`src/rtl/mcell_pkg.sv`:
```
package mcell_pkg;

    typedef enum logic [2:0] {
        ROLE_SUM    = 3'd0,
        ROLE_PRESET = 3'd1,
        ROLE_CLEAR  = 3'd2,
        ROLE_ACLK   = 3'd3,
        ROLE_CENA   = 3'd4,
        ROLE_AUX    = 3'd5,
        ROLE_IDLE6  = 3'd6,
        ROLE_IDLE7  = 3'd7
    } pt_role_e;

    typedef enum logic [1:0] {
        FF_D  = 2'd0,
        FF_T  = 2'd1,
        FF_JK = 2'd2,
        FF_SR = 2'd3
    } ff_kind_e;

    typedef enum logic [1:0] {
        CM_GLOBAL = 2'd0,
        CM_GATED  = 2'd1,
        CM_ARRAY  = 2'd2,
        CM_OFF    = 2'd3
    } clk_mode_e;

    typedef enum logic {
        ST_ZERO = 1'b0,
        ST_ONE  = 1'b1
    } cell_st_e;

endpackage

```
`src/rtl/mcell_and_array.sv`:
```
module mcell_and_array #(
    parameter int NIN = 8,
    parameter int NPT = 5
) (
    input  logic [NIN-1:0]          sig_in,
    input  logic [NPT-1:0][NIN-1:0] use_true,
    input  logic [NPT-1:0][NIN-1:0] use_comp,
    output logic [NPT-1:0]          term
);

    // One wide AND per product term; an unused input contributes a 1.
    for (genvar k = 0; k < NPT; k++) begin : g_term
        assign term[k] = (&(sig_in | ~use_true[k])) & ~(|(sig_in & use_comp[k]));
    end

endmodule

```
`src/rtl/mcell_term_router.sv`:
```
module mcell_term_router
    import mcell_pkg::*;
#(
    parameter int NPT  = 5,
    parameter int NPAR = 2,
    parameter int NSHR = 4
) (
    input  logic [NPT-1:0]      term,
    input  logic [NPT-1:0][2:0] role,
    input  logic [NPAR-1:0]     borrow_in,
    input  logic [NSHR-1:0]     share_in,
    input  logic                invert,
    output logic                sum_x,
    output logic                pre_o,
    output logic                clr_o,
    output logic                aclk_o,
    output logic                cena_o,
    output logic                aux_o
);

    logic or_local;

    always_comb begin
        or_local = 1'b0;
        pre_o    = 1'b0;
        clr_o    = 1'b0;
        aclk_o   = 1'b0;
        cena_o   = 1'b0;
        aux_o    = 1'b0;
        for (int k = 0; k < NPT; k++) begin
            unique case (pt_role_e'(role[k]))
                ROLE_SUM:    or_local = or_local | term[k];
                ROLE_PRESET: pre_o    = pre_o    | term[k];
                ROLE_CLEAR:  clr_o    = clr_o    | term[k];
                ROLE_ACLK:   aclk_o   = aclk_o   | term[k];
                ROLE_CENA:   cena_o   = cena_o   | term[k];
                ROLE_AUX:    aux_o    = aux_o    | term[k];
                ROLE_IDLE6, ROLE_IDLE7: ;
            endcase
        end
        sum_x = (or_local | (|borrow_in) | (|share_in)) ^ invert;
    end

endmodule

```
`src/rtl/mcell_clk_src.sv`:
```
module mcell_clk_src
    import mcell_pkg::*;
(
    input  logic       clk,
    input  logic       rst_n,
    input  logic [1:0] gclk_pin,
    input  logic       pin_sel,
    input  logic       pin_inv,
    input  logic [1:0] mode,
    input  logic       aclk_term,
    input  logic       cena_term,
    output logic       fire
);

    logic g_raw;
    logic g_prev;
    logic a_prev;
    logic g_rise;
    logic a_rise;

    assign g_raw  = gclk_pin[pin_sel] ^ pin_inv;
    assign g_rise = g_raw & ~g_prev;
    assign a_rise = aclk_term & ~a_prev;

    always_ff @(posedge clk) begin
        if (!rst_n) begin
            g_prev <= 1'b0;
            a_prev <= 1'b0;
        end else begin
            g_prev <= g_raw;
            a_prev <= aclk_term;
        end
    end

    always_comb begin
        unique case (clk_mode_e'(mode))
            CM_GLOBAL: fire = g_rise;
            CM_GATED:  fire = g_rise & cena_term;
            CM_ARRAY:  fire = a_rise;
            CM_OFF:    fire = 1'b0;
        endcase
    end

endmodule

```
`src/rtl/mcell_ff_eval.sv`:
```
module mcell_ff_eval
    import mcell_pkg::*;
(
    input  logic [1:0] kind,
    input  logic       q,
    input  logic       d,
    input  logic       aux,
    output logic       want
);

    always_comb begin
        unique case (ff_kind_e'(kind))
            FF_D:  want = d;
            FF_T:  want = q ^ d;
            FF_JK: want = (d & ~q) | (~aux & q);
            FF_SR: want = (d & ~aux) | (q & (d | ~aux));
        endcase
    end

endmodule

```
`src/rtl/mcell_cell.sv`:
```
module mcell_cell
    import mcell_pkg::*;
#(
    parameter int NIN  = 8,
    parameter int NPT  = 5,
    parameter int NPAR = 2,
    parameter int NSHR = 4
) (
    input  logic                    clk,
    input  logic                    rst_n,
    input  logic [NIN-1:0]          route_in,
    input  logic [1:0]              gclk_pin,
    input  logic                    gclr_n,
    input  logic [NPAR-1:0]         borrow_in,
    input  logic [NSHR-1:0]         share_in,
    input  logic [NPT-1:0][NIN-1:0] cfg_and_true,
    input  logic [NPT-1:0][NIN-1:0] cfg_and_comp,
    input  logic [NPT-1:0][2:0]     cfg_role,
    input  logic                    cfg_invert,
    input  logic [1:0]              cfg_ff_kind,
    input  logic [1:0]              cfg_clk_mode,
    input  logic                    cfg_pin_sel,
    input  logic                    cfg_pin_inv,
    input  logic                    cfg_bypass,
    output logic                    io_out,
    output logic                    fb_out
);

    logic [NPT-1:0] term;
    logic           sum_x;
    logic           pt_pre;
    logic           pt_clr;
    logic           pt_aclk;
    logic           pt_cena;
    logic           pt_aux;
    logic           fire;
    logic           want;
    logic           force_clr;
    logic           q_one;
    cell_st_e       st_q;
    cell_st_e       st_d;

    mcell_and_array #(.NIN(NIN), .NPT(NPT)) u_and (
        .sig_in   (route_in),
        .use_true (cfg_and_true),
        .use_comp (cfg_and_comp),
        .term     (term)
    );

    mcell_term_router #(.NPT(NPT), .NPAR(NPAR), .NSHR(NSHR)) u_route (
        .term      (term),
        .role      (cfg_role),
        .borrow_in (borrow_in),
        .share_in  (share_in),
        .invert    (cfg_invert),
        .sum_x     (sum_x),
        .pre_o     (pt_pre),
        .clr_o     (pt_clr),
        .aclk_o    (pt_aclk),
        .cena_o    (pt_cena),
        .aux_o     (pt_aux)
    );

    mcell_clk_src u_clk (
        .clk       (clk),
        .rst_n     (rst_n),
        .gclk_pin  (gclk_pin),
        .pin_sel   (cfg_pin_sel),
        .pin_inv   (cfg_pin_inv),
        .mode      (cfg_clk_mode),
        .aclk_term (pt_aclk),
        .cena_term (pt_cena),
        .fire      (fire)
    );

    assign q_one = (st_q == ST_ONE);

    mcell_ff_eval u_eval (
        .kind (cfg_ff_kind),
        .q    (q_one),
        .d    (sum_x),
        .aux  (pt_aux),
        .want (want)
    );

    assign force_clr = pt_clr | ~gclr_n;

    // State register
    always_ff @(posedge clk) begin
        if (!rst_n) begin
            st_q <= ST_ZERO;
        end else begin
            st_q <= st_d;
        end
    end

    // Transitions: SET, CLEAR, otherwise HOLD
    always_comb begin
        st_d = st_q;
        unique case (st_q)
            ST_ZERO: if (!force_clr && (pt_pre || (fire && want))) st_d = ST_ONE;
            ST_ONE:  if (force_clr || (!pt_pre && fire && !want)) st_d = ST_ZERO;
        endcase
    end

    // Outputs
    always_comb begin
        io_out = cfg_bypass ? sum_x : q_one;
        fb_out = io_out;
    end

endmodule

```
`config.mk`:
```
export PLATFORM = sky130hd
export DESIGN_NAME = mcell_cell
export DESIGN_NICKNAME = d
export VERILOG_FILES = /design/src/rtl/mcell_pkg.sv /design/src/rtl/mcell_and_array.sv /design/src/rtl/mcell_term_router.sv /design/src/rtl/mcell_clk_src.sv /design/src/rtl/mcell_ff_eval.sv /design/src/rtl/mcell_cell.sv
export SDC_FILE = /design/constraint.sdc
export NUM_CORES = 1
export LEC_CHECK = 0
export BUFFER_PORTS_ARGS = -buffer_cell sky130_fd_sc_hd__buf_2
export CAP_MARGIN = 20
export CORE_ASPECT_RATIO = 0.75
export CORE_MARGIN = 5
export CORE_UTILIZATION = 33
export DETAILED_ROUTE_END_ITERATION = 6
export MAX_ROUTING_LAYER = met4
export PLACE_DENSITY = 0.78
export SYNTH_ARGS = -nofsm -noshare
export SYNTH_HDL_FRONTEND = slang
export SYNTH_SLANG_ARGS = --single-unit
```
`constraint.sdc`:
```
create_clock -name clk -period 3.1 [get_ports clk]
set_input_delay 0.62 -clock clk [delete_from_list [all_inputs] [get_ports clk]]
set_output_delay 0.62 -clock clk [all_outputs]
set_load 0.005 [all_outputs]
```
# After elaboration in Yosys (flattened, before gate mapping)
# Index checks and enable logic that the tools add are counted.
totals:
  latch_bits: 0
  mem_bits_rw: 0
  output_inout_bits: 2
  rom_bits: 0
  input_bits: 122
  elab_cells: 171
  n_memories: 0
  ff_bits: 3
classes:
  addsub: 0
  n_lt_le_gt_ge: 1
  shift: 0
  n_mux: 38
  eq_ne: 31
  bitwise: 70
  multipliers: 0
  reduce_logical: 28
  n_div: 0
ops:
  columns: ["operator", "count"]
  rows:
  - ["$and 8x8->8", 5]
  - ["$not 8->8", 5]
  - ["$or 8x8->8", 5]
  - ["$reduce_and 8->1", 5]
  - ["$reduce_or 8->1", 5]
  - ["$mux 1", 35]
  - ["$eq 3x2->1 const B", 10]
  - ["$eq 3x3->1 const B", 10]
  - ["$or 1x1->1", 30]
  - ["$eq 3x1->1 const B", 5]
  - ["$logic_not 3->1", 5]
  - ["$and 1x1->1", 12]
  - ["$not 1->1", 10]
  - ["$eq 2x2->1 const B", 4]
  - ["$pmux 1 s4", 2]
  - ["$eq 2x1->1 const B", 2]
  - ["$logic_and 1x1->1", 4]
  - ["$logic_not 2->1", 2]
  - ["$reduce_or 4->1", 1]
  - ["$logic_not 1->1", 3]
  - ["$xor 1x1->1", 3]
  - ["$logic_or 1x1->1", 2]
  - ["$lt 1x2->1 const B", 1]
  - ["$pmux 1 s2", 1]
  - ["$reduce_or 2->1", 1]

# Longest topological paths before layout
# Gate-level depths: netlist of the first run.
depth:
  word_depth: 25
  mapped_depth: 10
  depth_no_buf: 9

# Hierarchy
# From an unflattened synthesis of the first run, not the netlist that was laid out.
unflattened:
  cells_unflattened: 160
  area_unflattened_um2: 1157.4
by_module_without_submodules:
  columns: ["module", "area_each_um2", "cells_each", "instances", "seq_area_each_um2"]
  rows:
  - ["mcell_and_array", 609.3, 83, 1, 0.0]
  - ["mcell_term_router", 331.6, 53, 1, 0.0]
  - ["mcell_clk_src", 105.1, 9, 1, 40.0]
  - ["mcell_cell", 68.8, 7, 1, 20.0]
  - ["mcell_ff_eval", 42.5, 8, 1, 0.0]

# Worst setup path before layout of the first run
# Ideal clock, no wire load.
synth_timing:
  path_kind: "in2out"
  from: "in route_in[6]"
  to: "out io_out"
  t_required_ns: 2.480
  cell_stages: 10
  path_slack_ns: -0.006
  arrival_ns: 2.486
  path_buffers: 2
  cell_sequence: "buf_2 > a22oi_1 > nand3_1 > or4_4 > nor4_2 > nor3_1 > a21oi_1 > nor2_1 > mux2_2 > buf_4"
synth_via:
  elab_chain_cells: 17
  elab_cells_between_ends: 43
  classes_between: "6 x mux; 27 x bitwise; 10 x reduce/logical"
synth_lines:
  columns: ["element", "line_no", "rtl"]
  rows:
  - ["start: declaration", "mcell_cell.sv:11", "input logic [NIN-1:0] route_in,"]
  - ["$and 8x8->8", "mcell_and_array.sv:13", "assign term[k] = (&(sig_in | ~use_true[k])) & ~(|(sig_in & use_comp[k]));"]
  - ["$reduce_or 8->1", "mcell_and_array.sv:13", null]
  - ["$not 1->1", "mcell_and_array.sv:13", null]
  - ["$and 1x1->1", "mcell_and_array.sv:13", null]
  - ["$mux 1", "mcell_term_router.sv:31", "unique case (pt_role_e'(role[k]))"]
  - ["$or 1x1->1", "mcell_term_router.sv:32", "ROLE_SUM: or_local = or_local | term[k];"]
  - ["$mux 1", "mcell_term_router.sv:31", null]
  - ["$or 1x1->1", "mcell_term_router.sv:32", null]
  - ["$mux 1", "mcell_term_router.sv:31", null]
  - ["$or 1x1->1", "mcell_term_router.sv:32", null]
  - ["$mux 1", "mcell_term_router.sv:31", null]
  - ["$or 1x1->1", "mcell_term_router.sv:32", null]
  - ["$mux 1 (*)", "mcell_term_router.sv:31", null]
  - ["$or 1x1->1 (*) (2 in a row)", "mcell_term_router.sv:41", "sum_x = (or_local | (|borrow_in) | (|share_in)) ^ invert;"]
  - ["$xor 1x1->1 (*)", "mcell_term_router.sv:41", null]
  - ["$mux 1 (*)", "mcell_cell.sv:108", "io_out = cfg_bypass ? sum_x : q_one;"]
  - ["end: declaration", "mcell_cell.sv:25", "output logic io_out,"]
# Mark *: on every way between the ends. The rest lies on a longest branch, timed or not.

# Final worst setup path of the first run
layout_timing:
  from: "in route_in[4]"
  to: "out fb_out"
layout_via:
  elab_chain_cells: 17
  elab_cells_between_ends: 43
  classes_between: "6 x mux; 27 x bitwise; 10 x reduce/logical"
layout_lines:
  columns: ["element", "line_no", "rtl"]
  rows:
  - ["$and 8x8->8", "mcell_and_array.sv:13", null]
  - ["$reduce_or 8->1", "mcell_and_array.sv:13", null]
  - ["$not 1->1", "mcell_and_array.sv:13", null]
  - ["$and 1x1->1", "mcell_and_array.sv:13", null]
  - ["$mux 1", "mcell_term_router.sv:31", null]
  - ["$or 1x1->1", "mcell_term_router.sv:32", null]
  - ["$mux 1", "mcell_term_router.sv:31", null]
  - ["$or 1x1->1", "mcell_term_router.sv:32", null]
  - ["$mux 1", "mcell_term_router.sv:31", null]
  - ["$or 1x1->1", "mcell_term_router.sv:32", null]
  - ["$mux 1", "mcell_term_router.sv:31", null]
  - ["$or 1x1->1", "mcell_term_router.sv:32", null]
  - ["$mux 1 (*)", "mcell_term_router.sv:31", null]
  - ["$or 1x1->1 (*) (2 in a row)", "mcell_term_router.sv:41", null]
  - ["$xor 1x1->1 (*)", "mcell_term_router.sv:41", null]
  - ["$mux 1 (*)", "mcell_cell.sv:108", null]
  - ["end: declaration", "mcell_cell.sv:26", "output logic fb_out"]
# Marked as above.

==> flow_summary_export.csv, run 1 <==
group,metric,value,unit
power,swShare,0.330,
sta,slew_headroom,0.720,
grt,grt_remaining_overflow,0,
grt,grt_usage,0.197,
grt,grt_pass1_wl,8050,um
floorplan,die_x,80.8,um
synthesis,syn_inst,186,
status,outcome,"complete, but fails checks",
drt,drc,0,
final_layout,antenna_cells,0,
setup_path,crit_start,"route_in[4]",
clock_network,htreeDepth,1,
sta,min_period_over_period,1.01,
drt,viasPerCell,5.10,
power,p_int,0.246,mW
place,port_buffers,123,
synthesis,synth.net_count,308,
floorplan,io_pins,124,
synthesis,yosys_register_bits,3,
floorplan,fp.dieArea,0.00510,mm^2
drt,drt-initial-drc-count,114,
setup_path,startpoint_type,"input port",
synthesis,synth_area,0.00124,mm^2
synthesis,synth.most_common_cell,"inv_1",
clock_network,cts_num_sinks,3,
power,leakage,1.11,nW
setup_path,crit_arrival,2.51,ns
final_layout,finalInstanceArea,0.00214,mm^2
setup_path,end_kind,"output pin",
sta,finalCriticalPeriod,3.13,ns
sta,rsz0062_at_grt,"yes",
sta,worst_pin_slew,0.417,ns
final_layout,multiInputGateArea,0.00108,mm^2
place,place_ws,-0.0671,ns
drt,wl,5370,um
setup_path,r2r-start,"u_clk.a_prev",
setup_path,cp_slowest_cell,"or4_4",
place,hpwl,4500,um
status,violations,"negative setup slack",
final_layout,fin_nets,445,
drt,final_antenna_net_count,0,
setup_path,cp_max_fo,8,
setup_path,cp_slowest_stage_delay,0.56,ns
final_layout,fillCellCount,358,
floorplan,core_area,0.00364,mm^2
setup_path,crit_type,"input port to output pin",
setup_path,required,2.48,ns
clock_network,clockBufferDepth,2,
synthesis,synth-main-ff-cell,"dfxtp_1",
drt,num_vias,1908,
sta,hold_violations,0,
synthesis,async_flop_share,0,
power,switchingPower,0.121,mW
sta,tns,-0.0563,ns
worst_hold_path,worstHoldPathType,"register to register",
clock_network,cts-hold-fix-buffers,0,
clock_network,cts_made_buffers,3,
synthesis,yosys_warnings,0,
power,ir_drop,0.000144,V
drt,wire_per_inst,14.4,um
synthesis,synth_top_area_cell,"mux2i_1",
final_layout,area_delta_synth_final,72.7,%
synthesis,synth_common_cells,"inv_1 (25), nand2_1 (23), mux2i_1 (13), nor2_1 (12), nand2b_1 (10)",
final_layout,seq_area,60.1,um^2
floorplan,rows,19,
floorplan,initial_core_util,0.341,
grt,grt_start_max_net_pins,10,
place,gp_congestion,0.866,
synthesis,synthDistinctLibCells,44,
power,p_per_area,172,mW/mm^2
grt,antenna_found_initial,0,
clock_network,cts_root_buf,"clkbuf_8",
power,p_seq_frac,0.111,
floorplan,die_h,63.1,um
power,fin_total_pwr,0.368,mW
sta,timing.final.ws_setup,-0.0312,ns
power,pwr-share-comb,0.591,
drt,dr.pass1.iters,4,
clock_network,cts_tree,"yes",
synthesis,synth_edf_count,0,
clock_network,clkLatencyLatePin,0.21,ns
final_layout,drive_above_1_share,0.500,
flow_run,cap_violations,0,
final_layout,final_core_util,0.589,
synthesis,yosysTopAreaCellShare,0.105,
setup_path,path_cells,"buf_2 -> nand2_2 -> o2111ai_2 -> or4_4 -> nor4_4 -> nor3_2 -> a21oi_2 -> nor2_2 -> mux2_4 -> buf_6",
grt,grt_pass1_vias,1873,
synthesis,ys_seq_area_frac,0.0484,
clock_network,clk_pin_slew,0.03,ns
sta,drv_slew,0,
power,clkPwrFrac,0.298,
worst_hold_path,hold_start,"q_one",
synthesis,avgSynthCellArea,6.67,um^2
synthesis,synthTopCellsByArea,"mux2i_1 (10%), inv_1 (7.6%), nand2_1 (7.0%), nand2b_1 (5.0%), dfxtp_1 (4.8%)",
sta,finalSetupViolCount,2,
place,placed_area,0.00195,mm^2
sta,skew,0.00139,ns
sta,max_freq,319,MHz
==> final cells by class <==
| cell class | instances | share of cell area |
|---|---|---|
| Timing Repair Buffer | 141 | 0.373 |
| Tap cell | 52 | 0.0304 |
| Multi-Input combinational cell | 149 | 0.504 |
| Sequential cell | 3 | 0.0281 |
| Clock buffer | 4 | 0.0210 |
| Inverter | 25 | 0.0438 |
==> logic make-up (layout without fill, tap and decap cells) <==
| logic type | Yosys count | in the layout | synth area share |
|---|---|---|---|
| compound gates | 41 | 41 | 0.261 |
| simple gates | 92 | 92 | 0.431 |
| flops | 3 | 3 | 0.0484 |
| buf+inv | 34 | 170 | 0.129 |
| xor+xnor | 1 | 1 | 0.00706 |
| mux | 15 | 15 | 0.123 |
==> placed cells by master, fill, tap and decap left out, types with 3 or more instances in the layout <==
cell type / n
nor3_2: 3
buf_4: 19
nor4bb_1: 3
nor3b_1: 3
nor3_1: 4
nand2b_1: 10
buf_2: 115
dfxtp_1: 3
nand4b_1: 5
nand2_1: 22
o2111ai_1: 3
nand3_1: 8
a22oi_1: 7
and3_1: 3
mux2i_1: 13
nor2_1: 11
nor4_1: 5
o221ai_1: 5
clkbuf_8: 3
buf_6: 4
inv_1: 25
o31ai_1: 4
==> through the flow <==
stage,instances,hold slack (ns)
floorplan,186,0.527
global placement,365,0.560
detailed placement,365,0.571
CTS,370,0.576
global route,374,0.625
finish,374,0.576
==> sequential cells by signal (all words and copies together) (netlist names) <==
signal        count
q_one             1
u_clk.g_prev      1
u_clk.a_prev      1
==> layer usage <==
| layer | vias up | share of wire | GRT usage |
|---|---|---|---|
| met4 | 0 | 0.012 | 0.0295 |
| met3 | 6 | 0.077 | 0.0271 |
| met2 | 79 | 0.47 | 0.313 |
| met5 | - | 0 | - |
| li1 | 977 | - | - |
| met1 | 846 | 0.44 | 0.272 |
==> timing repair <==
action	4_1_cts	5_1_grt
buffers inserted	1	4
gates resized for setup	6	20
setup endpoints to repair	2	2
pin swaps	2	8
==> path summary, 6_finish.rpt <==
path | end | slack, ns | depth (start not counted)
worst max-delay path | fb_out | -0.03 | 10
worst max register to register | q_one | 1.72 | 6
worst min-delay path | q_one | 0.58 | 2
worst min register to register | q_one | 0.58 | 2
==> power by group through the flow <==
stage / logic, mW / clock network (mW) / registers (mW)
floorplan: 0.0873 / 0 / 0.0412
global placement: 0.192 / 0 / 0.0413
detailed placement: 0.195 / 0 / 0.0414
CTS: 0.200 / 0.113 / 0.0409
global route: 0.238 / 0.119 / 0.0409
finish: 0.217 / 0.109 / 0.0409
==> worst max-delay path, delay by kind of cell <==
kind,cells,cell delay [ns]
simple gates,5,1.02
buf+inv,2,0.30
compound gates,2,0.30
mux,1,0.28
No activity file was read; power rests on OpenSTA's default activity.
==> run 2: changes to the inputs <==
--- a/config.mk
+++ b/config.mk
@@ -9,10 +9,11 @@
 export CAP_MARGIN = 20
 export CORE_ASPECT_RATIO = 0.75
 export CORE_MARGIN = 5
-export CORE_UTILIZATION = 33
+export CORE_UTILIZATION = 38
 export DETAILED_ROUTE_END_ITERATION = 6
 export MAX_ROUTING_LAYER = met4
-export PLACE_DENSITY = 0.78
+export PLACE_DENSITY = 0.87
 export SYNTH_ARGS = -nofsm -noshare
 export SYNTH_HDL_FRONTEND = slang
+export SYNTH_HIERARCHICAL = 1
 export SYNTH_SLANG_ARGS = --single-unit
==> constraint.sdc (replaced) <==
create_clock -name clk -period 3.8 [get_ports clk]
set_input_delay 0.76 -clock clk [delete_from_list [all_inputs] [get_ports clk]]
set_output_delay 0.76 -clock clk [all_outputs]
set_load 0.005 [all_outputs]
==> run 2 against run 1 <==
Against the previous run: the run now ends clean; highest routed layer unchanged; clock skew up 0.0021 ns; power down 28%; critical path depth up 1; clock power down 18%; global-route usage down 0.31 points.
==> flow_summary_export.csv, run 2 <==
group,metric,value,unit
synthesis,synth_xor_xnor_area_share,0.0227,
synthesis,syn_inst,160,
sta,timing.hold.ws,0.631,ns
synthesis,yosysTopAreaCellShare,0.0865,
clock_network,cts_setup_buffers,0,
place,port_buffers,123,
synthesis,synth.most_common_cell,"inv_1",
clock_network,cts-resized-gates,0,
drt,final_antenna_net_count,0,
setup_path,startpoint_type,"input port",
floorplan,rows,17,
clock_network,cts_num_sinks,3,
grt,antenna_found_initial,0,
synthesis,synthTopCellsByArea,"mux2i_1 (8.6%), inv_1 (8.1%), a221oi_1 (6.1%), dfxtp_1 (5.2%), a2111oi_2 (5.2%)",
grt,grt_pass1_vias,1660,
synthesis,async_flop_share,0,
power,fin_total_pwr,0.266,mW
drt,drt-met1-wl,1620,um
drt,drc,0,
floorplan,io_pins,124,
grt,grt_start_max_net_pins,10,
grt,grt_remaining_overflow,0,
sta,skew,0.00346,ns
sta,hold_violations,0,
final_layout,final_cell_mix,"buf_2 (123), inv_1 (25), nand2_1 (11), mux2i_1 (10), o22ai_1 (9)",
drt,dr.pass1.iters,5,
sta,rsz0062_at_grt,"no",
drt,wl,4300,um
synthesis,synth.net_count,282,
worst_hold_path,worstHoldPathType,"register to register",
clock_network,cts_made_buffers,3,
clock_network,cts-hold-fix-buffers,0,
drt,num_vias,1666,
clock_network,clk_pin_slew,0.03,ns
floorplan,core_area,0.00294,mm^2
floorplan,fp.dieArea,0.00426,mm^2
place,place_ws,0.154,ns
synthesis,synth_area,0.00116,mm^2
drt,drt-initial-drc-count,61,
grt,grt_pass1_wl,6600,um
final_layout,finalInstanceArea,0.00183,mm^2
grt,grt_usage,0.194,
drt,top_layer_used,"met4",
final_layout,area_delta_synth_final,57.8,%
synthesis,synth-main-ff-cell,"dfxtp_1",
drt,dr_wl_met3,404,um
synthesis,synth.area.mux_share,0.0962,
synthesis,synthDistinctLibCells,43,
setup_path,crit_type,"input port to output pin",
synthesis,synth_top_area_cell,"mux2i_1",
place,hpwl,3890,um
synthesis,ys_seq_area_frac,0.0519,
setup_path,cp_max_fo,9,
place,place_inst,313,
final_layout,drive_above_1_share,0.516,
drt,viasPerCell,5.26,
setup_path,reg2reg_slack,2.50,ns
clock_network,clockBufferDepth,2,
clock_network,htreeDepth,1,
synthesis,synthAdderAreaFrac,0,
sta,tns,0,ns
synthesis,synth_common_cells,"inv_1 (25), nand2_1 (11), mux2i_1 (10), nor2b_1 (9), o22ai_1 (9)",
final_layout,final_core_util,0.622,
final_layout,antenna_cells,0,
flow_run,cap_violations,0,
synthesis,avgSynthCellArea,7.23,um^2
synthesis,yosys.area_share.simple,0.349,
sta,timing.final.ws_setup,0.252,ns
sta,slew_headroom,0.773,
sta,min_period_over_period,0.934,
setup_path,end_kind,"output pin",
floorplan,die_x,73.7,um
clock_network,cts_tree,"yes",
clock_network,cts_root_buf,"clkbuf_8",
place,placed_area,0.00177,mm^2
final_layout,final_common_cell,"buf_2",
synthesis,yosys_warnings,6,
drt,dr_wl_met2,2230,um
setup_path,crit_arrival,2.79,ns
floorplan,initial_core_util,0.394,
sta,worst_pin_slew,0.335,ns
synthesis,synth_compound_area_frac,0.352,
synthesis,synth_top_family_by_area,"compound AO/OA/AOI/OAI gates",
setup_path,required,3.04,ns
power,leakage,0.959,nW
sta,finalCriticalPeriod,3.55,ns
drt,wire_per_inst,13.6,um
place,gp_congestion,0.831,
final_layout,finalNonFillerCells,317,
synthesis,synth_edf_count,0,
power,ir_drop,0.000124,V
power,p_per_area,146,mW/mm^2
status,outcome,"finished, final reports clean",
sta,finalSetupViolCount,0,
synthesis,yosys_register_bits,3,
floorplan,die_h,57.8,um
clock_network,clkLatencyLatePin,0.21,ns
final_layout,fin_nets,402,
sta,drv_slew,0,
sta,max_freq,282,MHz
-- run 2: cell count changes after synthesis, moves of 5 or more --
cell	previous run	this run
a221oi_1	2	8
a22oi_1	8	1
nand2_1	23	11
nand2b_1	10	0
nand3_1	9	4
nor2_1	12	6
nor2b_1	0	9
o221ai_1	5	0
o22ai_1	2	9
-- run 2: per-layer routing --
metal / global-route usage / vias up
met5: - / -
met4: 0.0362 / 0
met3: 0.0347 / 4
met2: 0.354 / 77
met1: 0.222 / 733
li1: - / 852
-- run 2: cell type report --
type                       instances  area, um^2
sequential                         3        60.1
multi-input combinational        123         961
timing repair buffer             123         616
tap                               38        47.5
fill                             281        1110
inverter                          26        97.6
clock buffer                       4        45.0
-- run 2: final timing paths --
| path | from | to | cells after the start |
|---|---|---|---|
| worst max-delay path | route_in[3] | fb_out | 11 |
| worst min-delay path | q_one | q_one | 2 |
| worst max register to register | u_clk/a_prev | q_one | 4 |
| worst min register to register | q_one | q_one | 2 |
-- run 2: logic make-up (layout without fill, tap and decap cells) --
| logic type | after synthesis | in the layout |
|---|---|---|
| xor gates and xnor gates | 3 | 3 |
| and+or+nand+nor | 66 | 66 |
| DFF | 3 | 3 |
| AOI/OAI and AO/OA | 43 | 43 |
| buffers and inverters | 34 | 153 |
| muxes | 11 | 11 |
-- run 2: where the power goes --
| part | total (mW) | switching [mW] | internal (mW) |
|---|---|---|---|
| clock network | 0.0899 | 0.0186 | 0.0713 |
| registers | 0.0336 | 0.000632 | 0.0330 |
| logic | 0.142 | 0.0642 | 0.0781 |
-- run 2: worst max-delay path: stages --
cell       delay (ns)
buf_2            0.18
a22oi_2          0.19
o221ai_2         0.12
a2111oi_2        0.29
and3_1           0.24
nor2b_2          0.21
a22oi_1          0.11
nand3_1          0.11
xor2_1           0.25
mux2_2           0.21
buf_2            0.10
==> run 3: changes to the inputs <==
--- a/config.mk
+++ b/config.mk
@@ -13,6 +13,7 @@
 export DETAILED_ROUTE_END_ITERATION = 6
 export MAX_ROUTING_LAYER = met4
 export PLACE_DENSITY = 0.87
+export REMOVE_ABC_BUFFERS = 1
 export SYNTH_ARGS = -nofsm -noshare
 export SYNTH_HDL_FRONTEND = slang
 export SYNTH_HIERARCHICAL = 1
==> run 3 against run 2 <==
Against the previous run: worst setup slack worse by 0.018 ns; register-to-register slack worse by 0.02 ns; maximum frequency is 0.49% lower; non-clock buffer count stayed put; count of clock-buffer cells in the layout stayed put; final cell count stayed put; global-route usage is 1.5 points higher; clock power is 3.0% higher; via count is 3.1% higher; critical endpoint unchanged; highest routed layer unchanged.
==> flow_summary_export.csv, run 3 (synthesis gave the netlist of run 2 again) <==
group,metric,value,unit
status,outcome,"finished, final reports clean",
clock_network,cts_num_sinks,3,
setup_path,path_cells,"buf_2 -> a22oi_2 -> o221ai_2 -> a2111oi_2 -> and3_1 -> nor2b_2 -> a22oi_1 -> nand3_1 -> xor2_1 -> mux2_2 -> buf_2",
clock_network,cts_setup_buffers,0,
sta,worst_pin_slew,0.374,ns
sta,finalSetupViolCount,0,
setup_path,cp_slowest_cell,"a2111oi_2",
setup_path,r2r-start,"u_clk/a_prev",
grt,grt_pass1_vias,1760,
drt,drt-initial-drc-count,66,
setup_path,required,3.04,ns
floorplan,die_x,73.7,um
sta,slew_headroom,0.747,
setup_path,path_delay_family,"compound AO/OA/AOI/OAI gates",
power,ir_drop,0.0000807,V
setup_path,crit_start,"route_in[3]",
floorplan,rows,17,
floorplan,die_h,57.8,um
drt,final_antenna_net_count,0,
place,placed_area,0.00177,mm^2
setup_path,end_kind,"output pin",
drt,drc,0,
final_layout,final_common_cell,"buf_2",
sta,max_freq,280,MHz
power,p_per_area,148,mW/mm^2
grt,grt_start_max_net_pins,10,
worst_hold_path,hold_start,"q_one",
clock_network,clkLatencyLatePin,0.22,ns
place,port_buffers,123,
clock_network,clockBufferDepth,2,
sta,finalCriticalPeriod,3.57,ns
sta,tns,0,ns
final_layout,drive_above_1_share,0.516,
final_layout,fin_nets,402,
drt,viasPerCell,5.42,
drt,wl,4550,um
clock_network,cts-resized-gates,0,
floorplan,io_pins,124,
drt,dr.pass1.iters,5,
drt,wire_per_inst,14.3,um
sta,min_period_over_period,0.938,
sta,skew,0.000116,ns
floorplan,fp.dieArea,0.00426,mm^2
worst_hold_path,worstHoldPathType,"register to register",
flow_run,cap_violations,0,
grt,grt_usage,0.209,
place,hpwl,4100,um
clock_network,cts_tree,"yes",
setup_path,crit_type,"input port to output pin",
setup_path,startpoint_type,"input port",
floorplan,initial_core_util,0.394,
setup_path,cp_num_buf_inv,2,
final_layout,finalInstanceArea,0.00182,mm^2
setup_path,cp_common_cell,"buf_2",
drt,num_vias,1717,
power,leakage,0.959,nW
floorplan,core_area,0.00294,mm^2
grt,antenna_found_initial,0,
clock_network,htreeDepth,1,
grt,grt_remaining_overflow,0,
final_layout,area_delta_synth_final,57.5,%
setup_path,cp_max_fo,9,
grt,grt_pass1_wl,7000,um
sta,hold_violations,0,
clock_network,clk_pin_slew,0.03,ns
clock_network,cts-hold-fix-buffers,0,
final_layout,antenna_cells,0,
clock_network,cts_root_buf,"clkbuf_8",
setup_path,crit_arrival,2.81,ns
place,gp_congestion,0.805,
sta,rsz0062_at_grt,"no",
sta,drv_slew,0,
setup_path,cp_slowest_stage_delay,0.29,ns
final_layout,final_cell_mix,"buf_2 (123), inv_1 (25), nand2_1 (11), mux2i_1 (10), o22ai_1 (9)",
clock_network,cts_made_buffers,3,
## run 3: worst register-to-register path: cells and delay by family (launching register included)
kind	cells	cell delay [ns]
AO/OA/AOI/OAI	2	0.17
AND/OR/NAND/NOR	1	0.49
flip-flops	1	0.28
multiplexers	1	0.26
## run 3: metal layers
metal / wire, um / GRT usage
met5: 0 / -
met4: 59 / 0.0672
met3: 364 / 0.0399
met2: 2450 / 0.393
met1: 1680 / 0.216
## run 3: final timing paths
path	to	slack, ns	cells after the start
hold / removal	q_one	0.65	2
hold reg to reg	q_one	0.65	2
setup / recovery	fb_out	0.23	11
setup reg to reg	q_one	2.48	4
## run 3: cell type report
| cell class | count | area, um^2 |
|---|---|---|
| fillers | 269 | 1110 |
| multi-input cells | 123 | 957 |
| repair buffers | 123 | 616 |
| inverters | 26 | 97.6 |
| flip-flops and latches | 3 | 60.1 |
| well taps | 38 | 47.5 |
| clock buffers | 4 | 45.0 |
## run 3: where the power goes
| group | switching [mW] | internal, mW |
|---|---|---|
| combinational | 0.0657 | 0.0781 |
| clock | 0.0211 | 0.0715 |
| sequential | 0.000651 | 0.0330 |
## run 3: stage by stage
step            util  hold WS (ns)  worst slack [ns]  instances  total power, mW
5_1_grt        0.621         0.726            0.0425        317            0.292
3_5_place_dp   0.603         0.647             0.152        313            0.177
6_report       0.621         0.652             0.235        317            0.270
4_1_cts        0.619         0.660             0.151        317            0.273
3_3_place_gp   0.603         0.633             0.273        313            0.172
2_1_floorplan      -         0.602             0.684        152           0.0863
